**config.mk**
```make
export PLATFORM = sky130hd
export DESIGN_NAME = cfg_stream_loader
export DESIGN_NICKNAME = d
export VERILOG_FILES = /design/src/rtl/cfg_loader_pkg.sv /design/src/rtl/cfg_header_parser.sv /design/src/rtl/cfg_frame_parser.sv /design/src/rtl/cfg_chain_ctrl.sv /design/src/rtl/cfg_stream_loader.sv
export SDC_FILE = /design/constraint.sdc
export NUM_CORES = 1
export LEC_CHECK = 0
export ABC_AREA = 1
export BUFFER_PORTS_ARGS = -buffer_cell sky130_fd_sc_hd__buf_2
export CAP_MARGIN = 5
export CORE_ASPECT_RATIO = 0.75
export CORE_MARGIN = 2
export CORE_UTILIZATION = 40
export CTS_BUF_LIST = sky130_fd_sc_hd__clkbuf_16
export DETAILED_ROUTE_END_ITERATION = 6
export GPL_TIMING_DRIVEN = 1
export RECOVER_POWER = 100
export REMOVE_ABC_BUFFERS = 1
export SLEW_MARGIN = 40
export SYNTH_ARGS = -nofsm -noshare
export SYNTH_HDL_FRONTEND = slang
export SYNTH_HIERARCHICAL = 1
export SYNTH_SLANG_ARGS = --single-unit
```
**constraint.sdc**
```tcl
create_clock -name clk -period 3.2 [get_ports clk]
set_clock_uncertainty 0.15 [all_clocks]
set_input_delay 0.16 -clock clk [delete_from_list [all_inputs] [get_ports clk]]
set_output_delay 0.16 -clock clk [all_outputs]
set_load 0.005 [all_outputs]
```
**src/rtl/cfg_loader_pkg.sv**
```systemverilog
// Shared constants and the frame field type for the stream loader.
package cfg_loader_pkg;
    localparam int          CHECK_W    = 4;
    localparam logic [3:0]  START_CODE = 4'b0010;
    localparam logic [3:0]  CHECK_CODE = 4'b0110;

    typedef enum logic [1:0] {
        FLD_START,
        FLD_DATA,
        FLD_CHECK
    } field_e;
endpackage

```
**src/rtl/cfg_header_parser.sv**
```systemverilog
// Finds the start code in the serial stream and then shifts in the length
// word, most significant bit first. Assumes one bit per clock from reset.
module cfg_header_parser
    import cfg_loader_pkg::*;
#(
    parameter int LEN_W = 24
) (
    input  logic             clk,
    input  logic             rst_n,
    input  logic             din,
    output logic             hdr_done,
    output logic [LEN_W-1:0] length
);
    localparam int LC_W = $clog2(LEN_W);

    logic [2:0]      recent;
    logic            in_len;
    logic [LC_W-1:0] len_idx;

    // Purpose: hunt for the start code, then capture the length word.
    always_ff @(posedge clk) begin
        if (!rst_n) begin
            recent   <= 3'b111;
            in_len   <= 1'b0;
            len_idx  <= '0;
            length   <= '0;
            hdr_done <= 1'b0;
        end else if (!hdr_done) begin
            if (!in_len) begin
                recent <= {recent[1:0], din};
                if ({recent, din} == START_CODE) begin
                    in_len  <= 1'b1;
                    len_idx <= '0;
                end
            end else begin
                length  <= {length[LEN_W-2:0], din};
                len_idx <= len_idx + LC_W'(1);
                if (len_idx == LC_W'(LEN_W - 1)) begin
                    in_len   <= 1'b0;
                    hdr_done <= 1'b1;
                end
            end
        end
    end
endmodule

```
**src/rtl/cfg_frame_parser.sv**
```systemverilog
// Parses fixed-size frames once the header is complete: start bit, data
// bits (first bit into bit 0), then a check field compared to CHECK_CODE.
// Halts on the first error. Assumes DATA_BITS >= 2 and FRAME_COUNT >= 1.
module cfg_frame_parser
    import cfg_loader_pkg::*;
#(
    parameter int DATA_BITS   = 8,
    parameter int FRAME_COUNT = 3,
    parameter int FAST_POS    = 0
) (
    input  logic                 clk,
    input  logic                 rst_n,
    input  logic                 din,
    input  logic                 enable,
    output logic [DATA_BITS-1:0] frame_data,
    output logic                 frame_we,
    output logic                 frame_err,
    output logic                 frames_done,
    output logic                 fast_sel
);
    localparam int FRAME_LEN = 1 + DATA_BITS + CHECK_W;
    localparam int POS_W     = $clog2(FRAME_LEN);
    localparam int FIDX_W    = $clog2(FRAME_COUNT + 1);

    logic [POS_W-1:0]   pos;
    logic [FIDX_W-1:0]  fidx;
    logic [CHECK_W-2:0] chk;
    field_e             fld;
    logic               active;

    // Purpose: classify the current bit position within the frame.
    always_comb begin
        if (pos == '0)                         fld = FLD_START;
        else if (pos <= POS_W'(DATA_BITS))     fld = FLD_DATA;
        else                                   fld = FLD_CHECK;
    end

    assign active = enable && !frame_err && !frames_done;

    // Purpose: shift fields, check each frame and issue the write strobe.
    always_ff @(posedge clk) begin
        if (!rst_n) begin
            pos         <= '0;
            fidx        <= '0;
            chk         <= '0;
            frame_data  <= '0;
            frame_we    <= 1'b0;
            frame_err   <= 1'b0;
            frames_done <= 1'b0;
            fast_sel    <= 1'b0;
        end else begin
            frame_we <= 1'b0;
            if (active) begin
                case (fld)
                    FLD_START: if (din) frame_err <= 1'b1;
                    FLD_DATA: begin
                        frame_data <= {din, frame_data[DATA_BITS-1:1]};
                        if (fidx == '0 && pos == POS_W'(FAST_POS + 1))
                            fast_sel <= din;
                    end
                    default:   chk <= {chk[CHECK_W-3:0], din};
                endcase
                if (pos == POS_W'(FRAME_LEN - 1)) begin
                    pos <= '0;
                    if ({chk, din} == CHECK_CODE) begin
                        frame_we <= 1'b1;
                        fidx     <= fidx + FIDX_W'(1);
                        if (fidx == FIDX_W'(FRAME_COUNT - 1))
                            frames_done <= 1'b1;
                    end else begin
                        frame_err <= 1'b1;
                    end
                end else begin
                    pos <= pos + POS_W'(1);
                end
            end
        end
    end
endmodule

```
**src/rtl/cfg_chain_ctrl.sv**
```systemverilog
// Drives the daisy-chain output and the done flag. It counts every clock
// since reset for the length rule, or counts tail clocks in enable-style
// chain mode. Assumes chain_mode is steady while out of reset.
module cfg_chain_ctrl #(
    parameter int LEN_W     = 24,
    parameter int TAIL_CLKS = 4
) (
    input  logic             clk,
    input  logic             rst_n,
    input  logic             din,
    input  logic             chain_mode,
    input  logic             hdr_done,
    input  logic             frames_done,
    input  logic             frame_err,
    input  logic [LEN_W-1:0] length,
    output logic             dout,
    output logic             done
);
    localparam int CNT_W  = LEN_W + 2;
    localparam int TAIL_W = $clog2(TAIL_CLKS + 1);

    logic [CNT_W-1:0]  clk_cnt;
    logic [CNT_W-1:0]  cnt_next;
    logic [CNT_W-1:0]  target;
    logic [TAIL_W-1:0] tail;

    assign cnt_next = clk_cnt + CNT_W'(1);
    assign target   = {2'b00, length} + CNT_W'(TAIL_CLKS);

    // Purpose: count stream clocks since reset, saturating at the top.
    always_ff @(posedge clk) begin
        if (!rst_n)              clk_cnt <= '0;
        else if (~&clk_cnt)      clk_cnt <= cnt_next;
    end

    // Purpose: decide completion by length count or by tail clocks.
    always_ff @(posedge clk) begin
        if (!rst_n) begin
            tail <= '0;
            done <= 1'b0;
        end else if (!done && frames_done && !frame_err) begin
            if (chain_mode) begin
                tail <= tail + TAIL_W'(1);
                if (tail == TAIL_W'(TAIL_CLKS - 1)) done <= 1'b1;
            end else if (cnt_next >= target) begin
                done <= 1'b1;
            end
        end
    end

    // Purpose: select the chain output level for the current load phase.
    always_comb begin
        if (chain_mode)                                   dout = done;
        else if (frame_err || (hdr_done && !frames_done)) dout = 1'b1;
        else                                              dout = din;
    end
endmodule

```
**src/rtl/cfg_stream_loader.sv**
```systemverilog
// Top of the serial configuration loader: header parser, frame parser and
// chain/done control. Assumes one stream bit per clock from reset release.
module cfg_stream_loader #(
    parameter int LEN_W       = 24,
    parameter int DATA_BITS   = 8,
    parameter int FRAME_COUNT = 3,
    parameter int FAST_POS    = 0,
    parameter int TAIL_CLKS   = 4
) (
    input  logic                 clk,
    input  logic                 rst_n,
    input  logic                 din,
    input  logic                 chain_mode,
    output logic                 dout,
    output logic [DATA_BITS-1:0] frame_data,
    output logic                 frame_we,
    output logic                 err,
    output logic                 init_low_req,
    output logic                 done,
    output logic                 fast_clk_sel
);
    logic             hdr_done;
    logic [LEN_W-1:0] length;
    logic             frames_done;

    cfg_header_parser #(.LEN_W(LEN_W)) u_hdr (
        .clk(clk), .rst_n(rst_n), .din(din),
        .hdr_done(hdr_done), .length(length)
    );

    cfg_frame_parser #(
        .DATA_BITS(DATA_BITS), .FRAME_COUNT(FRAME_COUNT), .FAST_POS(FAST_POS)
    ) u_frm (
        .clk(clk), .rst_n(rst_n), .din(din), .enable(hdr_done),
        .frame_data(frame_data), .frame_we(frame_we), .frame_err(err),
        .frames_done(frames_done), .fast_sel(fast_clk_sel)
    );

    cfg_chain_ctrl #(.LEN_W(LEN_W), .TAIL_CLKS(TAIL_CLKS)) u_chain (
        .clk(clk), .rst_n(rst_n), .din(din), .chain_mode(chain_mode),
        .hdr_done(hdr_done), .frames_done(frames_done), .frame_err(err),
        .length(length), .dout(dout), .done(done)
    );

    assign init_low_req = err;
endmodule

```
# After elaboration in Yosys (flattened, before gate mapping)
# Cells that the tools add are included.
classes:
  bitwise_logic: 3
  eq_ne: 9
  reduce_logical: 28
  add_sub_neg: 6
  mux: 21
  order_cmp: 2
op_table:
  columns: ["cell", "n"]
  rows:
  - ["26-bit by 1-bit adder with 26-bit output, second input constant", 1]
  - ["26-bit >= comparator", 1]
  - ["26-bit AND reduction", 1]
  - ["24-bit by 3-bit adder with 25-bit output, second input constant", 1]
  - ["1-bit 2-to-1 mux", 16]
  - ["2-bit AND reduction", 6]
  - ["3-bit AND reduction", 4]
  - ["5-bit 2-to-1 mux", 2]
  - ["1-bit logical AND", 6]
  - ["5-bit by 1-bit adder with 5-bit output, second input constant", 1]
  - ["5-bit == test, second input constant", 1]
  - ["4-bit by 1-bit adder with 4-bit output, second input constant", 1]
  - ["4-bit by 1-bit == test with 1-bit output, second input constant", 1]
  - ["4-bit by 2-bit == test with 1-bit output, second input constant", 1]
  - ["4-bit by 3-bit == test with 1-bit output, second input constant", 1]
  - ["4-bit == test, second input constant", 1]
  - ["4-bit <= comparator, second input constant", 1]
  - ["2-bit logical NOT", 2]
  - ["4-bit logical NOT", 1]
  - ["2-bit 2-to-1 mux", 2]
  - ["4-bit 2-to-1 mux", 1]
  - ["4-bit AND reduction", 1]
  - ["2-bit nonzero test", 2]
  - ["3-bit by 1-bit adder with 3-bit output, second input constant", 1]
  - ["other kinds (9)", 13]
totals:
  ff_bits: 85
  word_cells: 85
  out_inout_bits: 14
  in_bits: 4

# Longest topological paths before layout
depth:
  word_depth: 7
  ltp_mapped: 22
  depth_no_buf: 22

# Cells and area by module
# The synthesis kept the hierarchy.
modules_own_cells:
  columns: ["module", "cells_each", "seq_area_each_um2", "n_inst", "area_per_inst_um2"]
  rows:
  - ["cfg_chain_ctrl", 394, 600.6, 1, 2722.6]
  - ["cfg_header_parser", 164, 680.7, 1, 1462.7]
  - ["cfg_frame_parser", 126, 420.4, 1, 965.9]
  - ["cfg_stream_loader", 1, 0.0, 1, 7.5]

# Least setup slack after synthesis
# No wires, ideal clock.
synth_timing:
  kind: "register to register"
  start: "reg u_hdr.length[2]"
  end: "reg u_chain.done"
  slack_ns: 0.495
  required_time_ns: 2.918
  path_stages_with_launch: 23
  period_less_slack_ns: 2.705
  arrival_time_ns: 2.423
  setup_time_ns: 0.132
  n_path_buf: 0
  path_cell_list: "dfxtp_1 -> ha_1 -> nand3_1 -> nor2_2 -> nand4_2 -> nor3_2 -> nand2_1 -> nor2_2 -> nand2_1 -> xor2_1 -> ha_1 -> nand2_1 -> inv_1 -> nand2_1 -> nand2_1 -> nand2_1 -> nand2_1 -> nand2_1 -> nand2_1 -> a21oi_1 -> nand2_1 -> nand2_1 -> a21oi_1"
synth_via:
  elab_chain_cells: 4
synth_rtl:
  columns: ["element", "line_no", "rtl"]
  rows:
  - ["start: declaration", "cfg_header_parser.sv:12", "output logic [LEN_W-1:0] length"]
  - ["start signal: assignment", "cfg_header_parser.sv:36", "length <= {length[LEN_W-2:0], din};"]
  - ["24-bit by 3-bit adder with 25-bit output", "cfg_chain_ctrl.sv:28", "assign target = {2'b00, length} + CNT_W'(TAIL_CLKS);"]
  - ["26-bit >= comparator", "cfg_chain_ctrl.sv:45", "end else if (cnt_next >= target) begin"]
  - ["2-bit nonzero test (no line)", null, null]
  - ["3-bit AND reduction (no line)", null, null]
  - ["end signal: assignment", "cfg_chain_ctrl.sv:40", "done <= 1'b0;"]
  - ["end signal: assignment", "cfg_chain_ctrl.sv:44", "if (tail == TAIL_W'(TAIL_CLKS - 1)) done <= 1'b1;"]
  - ["end signal: assignment", "cfg_chain_ctrl.sv:46", "done <= 1'b1;"]
  - ["end: declaration", "cfg_chain_ctrl.sv:17", "output logic done"]
# Every way passes these cells.
# A chain may end at the register's enable or synchronous reset.

# Worst setup path after layout
layout_timing:
  start: "reg u_hdr.length[3]"
  end: "reg u_chain.done"
# Same word-level chain as after synthesis.

==> flow_summary.ini <==
[worst_setup_path]
rr_worst_depth = 22
required_ns = 3.24
start_kind = register
critical_path.max_fanout = 4
critPathCaptureType = register
arrival_ns = 3.02
critPathKind = register to register

[timing]
slew_viol_final = 29
hold_violations = 0
fmaxAchievable_mhz = 335
fin_crit_sh = 0.932
setup_viol = 0
period_needed_ns = 2.98
setup_tns_ns = 0
slew_headroom = -0.117
fin_hold_ws_ns = 0.0680
tightest_slew_ns = 1.68

[clock_tree]
cts_htree_levels = 3
cts_setup_buffers = 0
cts_tree = yes
tritoncts.num_buffers = 9
cts_buffer_depth = 2
clkTransAtPathRegs_ns = 0.06
root_buffer = clkbuf_16
clk_latency_ns = 0.34
clock-sinks = 85

[logic_synthesis]
yosysSeqAreaShare = 0.330
ys_warn_count = 6
syn_area_per_cell_um2 = 7.53
synthCells = 685
synth_area_mm2 = 0.00516
ys_ff_latch = 85
synth.distinct_cells = 43

[detailed_routing]
first_pass_iters = 5
vias = 4223
drc_errors = 0
post_drt_wl_per_cell_um = 12.5
first_iter_violations = 201
routed_wl_um = 10900
routed_via_density = 4.87
ant_nets = 0

[cells_and_area]
postLayoutCoreUtil = 0.443
drive_above_1_share = 0.151
final_common_cell = nand2_1
antenna_cells = 0
fin_nets = 739
syn2layout_area_growth_pct = 6.74
final_cell_mix = 119 x nand2_1, 109 x nor2_1, 82 x dfxtp_1, 77 x inv_1, 37 x nand3_1
finalNonFillerCells = 868

[grt]
grt_pass1_wl_um = 18800
overflow = 0
grt_antenna_before_repair = 0
grt_pass1_vias = 4020
grt_max_degree = 39
grt.total_usage = 0.171

[floorplanning]
core_area_mm2 = 0.0124
start_util = 0.415
chipWidth_um = 135
die_y_um = 102
ioPinCount = 18
dieArea_mm2 = 0.0138
row_count = 35

[outcome]
violations = max-capacitance violations, max-slew violations
status = complete, but fails checks

[place]
dp.cells = 854
io_buffers = 17
gp_congestion = 0.869
dp_hpwl_um = 8200

[min_path]
hp-class = input port to register
holdPathStages = 4

[run]
cap_violations = 1

[pwr]
p_per_area_mw_per_mm2 = 374
p_leak_nw = 2.46
peakVddDrop_uv = 258
-- logic make-up after synthesis --
group / count (synthesis) / synth area share
adders and majority gates: 35 / 0.0849
AOI/OAI and AO/OA: 89 / 0.105
and+or+nand+nor: 334 / 0.313
xor gates and xnor gates: 43 / 0.0730
DFF: 85 / 0.330
buffers and inverters: 99 / 0.0941
-- layer usage --
layer	global-route usage	share of wire	vias up
li1	-	-	2218
met1	0.240	0.54	1934
met2	0.268	0.42	63
met3	0.0372	0.032	8
met4	0.0433	0.0085	0
met5	0	0	-
-- critical path: stages, from the launching register on --
cell and delay, ns:
dfxtp_1 0.37, ha_1 0.21, nand3_1 0.15, nor2_2 0.20, nand4_2 0.16, nor3_2 0.19
nand2_1 0.12, nor2_2 0.11, nand2_1 0.07, xor2_1 0.15, ha_1 0.27, nand2_1 0.06
inv_1 0.04, nand2_1 0.05, nand2_1 0.04, nand2_1 0.06, nand2_1 0.05, nand2_1 0.05
nand2_1 0.04, a21oi_1 0.13, nand2_1 0.07, nand2_1 0.06, a21oi_1 0.05
-- cells in the mapped netlist (all sizes together) --
library cell	count	area [um^2]
a211oi	1	7.51
a21o	1	7.51
a21oi	35	179
a22oi	1	7.51
buf	14	165
clkbuf	3	11.3
clkinv	1	5.00
dfxtp	85	1700
ha	35	438
inv	81	304
nand2	127	519
nand3	38	208
nand3b	2	27.5
nand4	12	81.3
nor2	141	673
nor3	8	60.1
nor3b	1	7.51
nor4	4	31.3
o211ai	1	7.51
o21ai	48	319
o21bai	2	15.0
or2	1	6.26
xnor2	17	149
xor2	26	228
-- sequential cells by signal (all words and copies together), names as in the netlist --
name	cells
u_chain/done	1
u_hdr/hdr_done	1
u_frm/frame_data	8
u_chain/clk_cnt	26
u_frm/frame_err	1
u_frm/frames_done	1
u_chain/tail	3
u_hdr/recent	3
u_hdr/in_len	1
u_frm/pos	4
u_frm/fidx	2
u_frm/frame_we	1
u_hdr/length	24
u_frm/fast_sel	1
u_hdr/len_idx	5
u_frm/chk	3
-- repair_timing --
action,4_1_cts,5_1_grt
hold buffers,1,0
hold endpoints to repair,1,0
resized for setup,0,4
setup endpoints to repair,0,1
-- area by class of cell --
type,count,area [um^2]
sequential,85,1710
tap,166,208
clock inverter,4,20.0
timing repair buffer,21,110
multi-input combinational,501,2930
clock buffer,9,225
fill,1254,6930
inverter,82,309
-- final timing paths --
kind                                       from            end  slack [ns]
worst max register to register  u_hdr/length[3]   u_chain/done        0.22
worst min register to register    u_frm/fidx[0]  u_frm/fidx[0]        0.32
worst max-delay path            u_hdr/length[3]   u_chain/done        0.22
worst min-delay path                 chain_mode   u_chain/done        0.07
-- report_power, final --
group / internal (mW) / total [mW] / switching, mW / leakage (nW)
clock network: 0.505 / 0.900 / 0.394 / 0.122
logic: 0.0305 / 0.0867 / 0.0561 / 1.66
registers: 1.06 / 1.07 / 0.00691 / 0.687
total: 1.60 / 2.06 / 0.458 / 2.46
-- per-stage QoR --
step,setup WS [ns],total power [mW],cell area (um^2)
6_report,0.217,2.06,5510
5_1_grt,-0.0192,2.13,5510
4_1_cts,0.161,2.09,5550
3_5_place_dp,0.176,1.18,5300
3_3_place_gp,0.314,1.18,5300
2_1_floorplan,0.487,1.15,4980
Note: power is estimated with default switching activity, not from simulation.
